===== src/rtl/fault_latch_pkg.sv =====
package fault_latch_pkg;
  typedef struct packed {
    logic clear;
    logic capture;
  } flt_strobe_t;
endpackage


===== src/rtl/fault_latch_ctrl.sv =====
module fault_latch_ctrl
  import fault_latch_pkg::*;
(
  input  logic        clk,
  input  logic        rst,
  input  logic        clrCmd,
  input  logic        anyFault,
  output flt_strobe_t strb,
  output logic        irqPulse
);
  logic sumN;
  logic sumNd;

  assign sumN = ~anyFault;

  always_ff @(posedge clk) begin
    if (rst) sumNd <= 1'b1;
    else     sumNd <= sumN;
  end

  always_comb begin
    strb.clear   = clrCmd & ~rst;
    strb.capture = ~rst;
  end

  // falling edge of the active-low summary
  assign irqPulse = sumNd & ~sumN;


  pulse_len_chk: assert property (@(posedge clk) disable iff (rst)
    irqPulse |=> !irqPulse);

  pulse_cause_chk: assert property (@(posedge clk) disable iff (rst)
    irqPulse |-> (anyFault && !$past(anyFault)));

  no_repulse_chk: assert property (@(posedge clk) disable iff (rst)
    ($past(anyFault) && anyFault) |-> !irqPulse);
endmodule


===== src/rtl/fault_latch_dp.sv =====
module fault_latch_dp
  import fault_latch_pkg::*;
#(
  parameter int WIDTH  = 16,
  parameter int EXT_N  = 8,
  parameter int INT_N  = 3,
  parameter int BIST_N = 3,
  parameter int RSVD   = 12
) (
  input  logic              clk,
  input  logic              rst,
  input  logic [EXT_N-1:0]  extFaultN,
  input  logic [INT_N-1:0]  intFaultN,
  input  logic [BIST_N-1:0] bistFail,
  input  flt_strobe_t       strb,
  output logic [WIDTH-1:0]  regQ,
  output logic              anyFault
);
  localparam int INT_LO  = EXT_N;
  localparam int SPARE_LO = EXT_N + INT_N;
  localparam int BIST_LO = WIDTH - BIST_N;

  logic [WIDTH-1:0] setVec;

  for (genvar b = 0; b < WIDTH; b++) begin : g_src
    if (b < INT_LO) begin : g_ext
      assign setVec[b] = ~extFaultN[b];
    end else if (b < SPARE_LO) begin : g_int
      assign setVec[b] = ~intFaultN[b-INT_LO];
    end else if (b >= BIST_LO) begin : g_bist
      assign setVec[b] = bistFail[b-BIST_LO];
    end else begin : g_tie
      assign setVec[b] = 1'b0;
    end
  end

  always_ff @(posedge clk) begin
    if (rst)                regQ <= '0;
    else if (strb.clear)    regQ <= setVec;
    else if (strb.capture)  regQ <= regQ | setVec;
  end

  assign anyFault = |regQ;


  reset_chk: assert property (@(posedge clk) rst |=> (regQ == '0));

  sticky_chk: assert property (@(posedge clk) disable iff (rst)
    !strb.clear |=> ((regQ & $past(regQ)) == $past(regQ)));

  clear_chk: assert property (@(posedge clk) disable iff (rst)
    strb.clear |=> (regQ == $past(setVec)));

  rsvd_chk: assert property (@(posedge clk) disable iff (rst)
    (regQ[RSVD] == 1'b0) && (regQ[SPARE_LO] == 1'b0));
endmodule


===== src/rtl/fault_latch_top.sv =====
module fault_latch_top
  import fault_latch_pkg::*;
#(
  parameter int WIDTH  = 16,
  parameter int EXT_N  = 8,
  parameter int INT_N  = 3,
  parameter int BIST_N = 3,
  parameter int RSVD   = 12
) (
  input  logic              clk,
  input  logic              rst,
  input  logic [EXT_N-1:0]  extFaultN,
  input  logic [INT_N-1:0]  intFaultN,
  input  logic [BIST_N-1:0] bistFail,
  input  logic              clrAll,
  output logic [WIDTH-1:0]  faultReg,
  output logic              irqPulse
);
  flt_strobe_t strb;
  logic        anyFault;

  fault_latch_ctrl u_ctrl (
    .clk(clk), .rst(rst), .clrCmd(clrAll), .anyFault(anyFault),
    .strb(strb), .irqPulse(irqPulse)
  );

  fault_latch_dp #(
    .WIDTH(WIDTH), .EXT_N(EXT_N), .INT_N(INT_N), .BIST_N(BIST_N), .RSVD(RSVD)
  ) u_dp (
    .clk(clk), .rst(rst), .extFaultN(extFaultN), .intFaultN(intFaultN),
    .bistFail(bistFail), .strb(strb), .regQ(faultReg), .anyFault(anyFault)
  );
endmodule


===== config.mk =====
export PLATFORM = sky130hd
export DESIGN_NAME = fault_latch_top
export DESIGN_NICKNAME = d
export VERILOG_FILES = /design/src/rtl/fault_latch_pkg.sv /design/src/rtl/fault_latch_ctrl.sv /design/src/rtl/fault_latch_dp.sv /design/src/rtl/fault_latch_top.sv
export SDC_FILE = /design/constraint.sdc
export NUM_CORES = 1
export LEC_CHECK = 0
export BUFFER_PORTS_ARGS = -buffer_cell sky130_fd_sc_hd__buf_2
export CAP_MARGIN = 20
export CORE_UTILIZATION = 30
export CTS_BUF_LIST = sky130_fd_sc_hd__clkbuf_16
export CTS_CLUSTER_DIAMETER = 50
export DETAILED_ROUTE_END_ITERATION = 8
export PLACE_DENSITY = 0.57
export SLEW_MARGIN = 20
export SYNTH_ARGS = -nofsm -noshare
export SYNTH_HDL_FRONTEND = slang
export SYNTH_SLANG_ARGS = --single-unit

===== constraint.sdc =====
create_clock -name clk -period 2.45 [get_ports clk]
set_input_delay 0.245 -clock clk [delete_from_list [all_inputs] [get_ports clk]]
set_output_delay 0.245 -clock clk [all_outputs]
set_load 0.01 [all_outputs]

==> results.txt <==
* Die span in x: 45.2 um
- On the critical path, the stage with the largest delay is an instance of sky130_fd_sc_hd__dfxtp_1.
* Post-cts hold buffer count: 0
- VDD sags by at most 308 uV.
* Final worst setup slack: 1000 ps
- STA puts the critical path data required time at 2200 ps.
* Final weighted congestion in routability-driven placement: 0.633
- Filler Cell Count: 182
* Share of final-layout standard cells stronger than drive strength 1: 42.2%
- Portion of the clock cycle consumed by the worst path in the final layout: 59.1%
* Gate power share: 10.4%
- Global routing used 13.0% of the available tracks across all layers.
- In this run the core area contains 15 standard-cell rows.
- Largest fanout on the critical path: 3
- Mapped cell area: 561 um2
- Area contributors post-synth: sky130_fd_sc_hd__dfxtp_1, sky130_fd_sc_hd__nand2b_1, sky130_fd_sc_hd__a21oi_1, sky130_fd_sc_hd__nor4_2, sky130_fd_sc_hd__buf_4
* Category of the critical setup timing path: flop to output port
- Synthesized instance count: 58
- After synthesis the netlist holds a flip-flop and latch count of 15.
* Core box area: 0.00175 mm2
- Clock latency on the worst-skew pair, taken at its later pin, is 240 ps.
* Cell family with the largest share of critical-path delay: flip-flops
- Arr. time, crit path: 1200 ps
- STA classifies the critical path endpoint as an output port.
* Die height: 45.2 um
- The worst setup path is launched from a flop.
* R2r startpoint: u_dp.regQ[9]
* Clock root cell: sky130_fd_sc_hd__clkbuf_16
- Worst Skew: 1.82 ps
- In this run the mean area of a mapped cell was 9.66 um2.
* Timing-limited maximum frequency: 0.691 GHz
- Total Neg Setup Slack: 0 ps
- Routed vias/inst: 4.35
- The worst hold path belongs to the class primary input to flop.
* Maximum number of pins on one net before global-route repair: 16
* Period minus WS final: 1450 ps
* Area used by multi-input combinational logic: 225 um2
- Via count of the first global-routing pass: 448
- Detailed routing inserted a total of 500 vias.
* Cells resized by post-CTS repair: 0
* H-tree depth reported by CTS: 1
- Cell depth of the worst flop-to-flop path: 2
- Power density cells: 805 mW/mm2
* Reg2reg end: u_ctrl.sumNd
- The internal portion of the total power is 0.512 mW.
- The pre-antenna-repair detailed-routing pass consisted of 4 iterations.
- At the placement stage, the worst setup path has a slack of 1240 ps.
- Setup slack on the worst reg-to-reg path comes out at 1550 ps.
- Worst hold endpoint: u_dp.regQ[1]
- In this run the tool buffered the top-level ports with 31 buffer cells.
- Measured on the finished design, the core utilization comes to 46.2%.
* Clock-pin slew reported for the worst setup and hold paths after clock tree synthesis: 50 ps
- Ports: 34
- Count of clock tree sinks: 15
- The synthesized design spends more area on one cell type than any other, namely sky130_fd_sc_hd__dfxtp_1.
- In this run the power spent charging and discharging nets is 0.137 mW.
- Sequential fraction of the synthesis area: 53.6%
- Counting along the longest clock path gives a buffer depth of 2.
- Number of distinct standard cells referenced by the synthesized netlist: 12
- The critical path goes through nor4_2 > a41oi_1 > buf_2.
* Part of the power in the clock network: 47.4%
* Static leakage: 0.388 nW
- Fin area: 807 um2
* Post-route DRC violation count: 0
* Fin nets: 108
- Delay of the slowest critical-path stage: 320 ps
- The detail route stage leaves a number of antenna-violating nets equal to 0.
* Fraction of post-synthesis cell area in the top cell type by area: 53.6%
- The total overflow left after global routing is 0.
* Slew Viols, Final: 0
- TritonCTS built the clock tree.
- Net switching share of the total power: 21.1%
- Initial Util: 32.1%
- Number of diodes: 0
- Yosys warns: 0
- Num CTS Buffers: 3
- Storage cell area: 300 um2
- Initial antenna violation count: 0
- The startpoint identified for the worst hold timing path is extFaultN[1].
- Status: finished clean
* Avg WL per Cell: 9.97 um
* RSZ-0062 raised after global routing: false
- Proportion of power drawn by flip-flops and latches: 42.2%
* Buffering stage count on the worst path with inverters included: 1
- The tightest hold path in the finished design has a slack of 171 ps.
* Number of DRC markers after the initial detailed-route iteration: 3
- The hold violation total from the final report was 0.
- Setup violations remaining at the end of the flow were counted as 0.
- In this run the cell area measured after placement is 727 um2.
- The area growth from synthesis to layout is 44.0%.
- The floorplan step defined a die boundary enclosing 0.00205 mm2.
- Number of max-capacitance violations reported: 0
- Wires add up to 1.15 mm.
- In this run the post-CTS setup repair buffer count came out at 0.
- Along the worst hold path, the cell count comes to 2.
* First-pass GRT wire length: 1.81 mm
==> kinds of logic after synthesis <==
| family | Yosys count | synth area share, % |
|---|---|---|
| AND/OR/NAND/NOR | 18 | 23.0 |
| AO/OA/AOI/OAI | 16 | 15.8 |
| flip-flops | 15 | 53.6 |
| buffers and inverters | 8 | 6.92 |
| other | 1 | 0.669 |
==> routing by layer <==
layer,global-route usage [%],share of wire (%)
met5,0,0
met4,9.09,0
met3,3.60,6.5
met2,20.3,47
met1,15.3,46
==> flip-flops by register name, summed over array words and instances (netlist names) <==
signal        count
u_ctrl.sumNd      1
u_dp.regQ        14
==> Yosys cell counts <==
cell type                  number
sky130_fd_sc_hd__a41oi_1        1
sky130_fd_sc_hd__a21oi_1       14
sky130_fd_sc_hd__dfxtp_1       15
sky130_fd_sc_hd__nor2_1         1
sky130_fd_sc_hd__nand2b_1      14
sky130_fd_sc_hd__nor4_2         3
sky130_fd_sc_hd__a41o_1         1
sky130_fd_sc_hd__conb_1         1
sky130_fd_sc_hd__clkbuf_1       1
sky130_fd_sc_hd__inv_1          4
sky130_fd_sc_hd__buf_2          1
sky130_fd_sc_hd__buf_4          2
==> area by class of cell <==
type | instances | area share (%)
sequential | 15 | 37.2
timing repair buffer | 31 | 19.2
tap | 25 | 3.88
inverter | 4 | 1.86
clock inverter | 1 | 0.620
clock buffer | 3 | 9.30
multi-input combinational | 36 | 27.9
==> cells in the final DEF (no fill, tap or decap) <==
cell type	n
sky130_fd_sc_hd__clkinv_2	1
sky130_fd_sc_hd__nor4_2	3
sky130_fd_sc_hd__a41o_1	1
sky130_fd_sc_hd__nor2_1	1
sky130_fd_sc_hd__a21oi_1	14
sky130_fd_sc_hd__a41oi_1	1
sky130_fd_sc_hd__dfxtp_1	15
sky130_fd_sc_hd__conb_1	2
sky130_fd_sc_hd__inv_1	4
sky130_fd_sc_hd__clkbuf_16	3
sky130_fd_sc_hd__buf_2	31
sky130_fd_sc_hd__nand2b_1	14
==> metrics by stage <==
step | total power [mW] | cells
CTS | 0.662 | 115
detailed placement | 0.347 | 111
global route | 0.681 | 115
finish | 0.649 | 115
floorplan | 0.315 | 59
global placement | 0.346 | 111
==> power by group through the flow <==
stage / registers (mW) / clock network, mW / logic, mW
after global routing: 0.276 / 0.329 / 0.0761
after detailed placement: 0.279 / 0 / 0.0683
after global placement: 0.278 / 0 / 0.0677
after CTS: 0.274 / 0.319 / 0.0688
after floorplan: 0.285 / 0 / 0.0302
final: 0.274 / 0.308 / 0.0676
==> worst max path at each step <==
stage | from | to | slack, ps | cells past startpoint
floorplan | u_dp.regQ[9] | irqPulse | 1370 | 2
global placement | u_dp.regQ[9] | irqPulse | 1280 | 3
detailed placement | u_dp.regQ[9] | irqPulse | 1240 | 3
CTS | u_dp.regQ[9] | irqPulse | 970 | 3
global route | u_dp.regQ[9] | irqPulse | 890 | 3
finish | u_dp.regQ[9] | irqPulse | 1000 | 3
(Power assumes the default switching activity.)
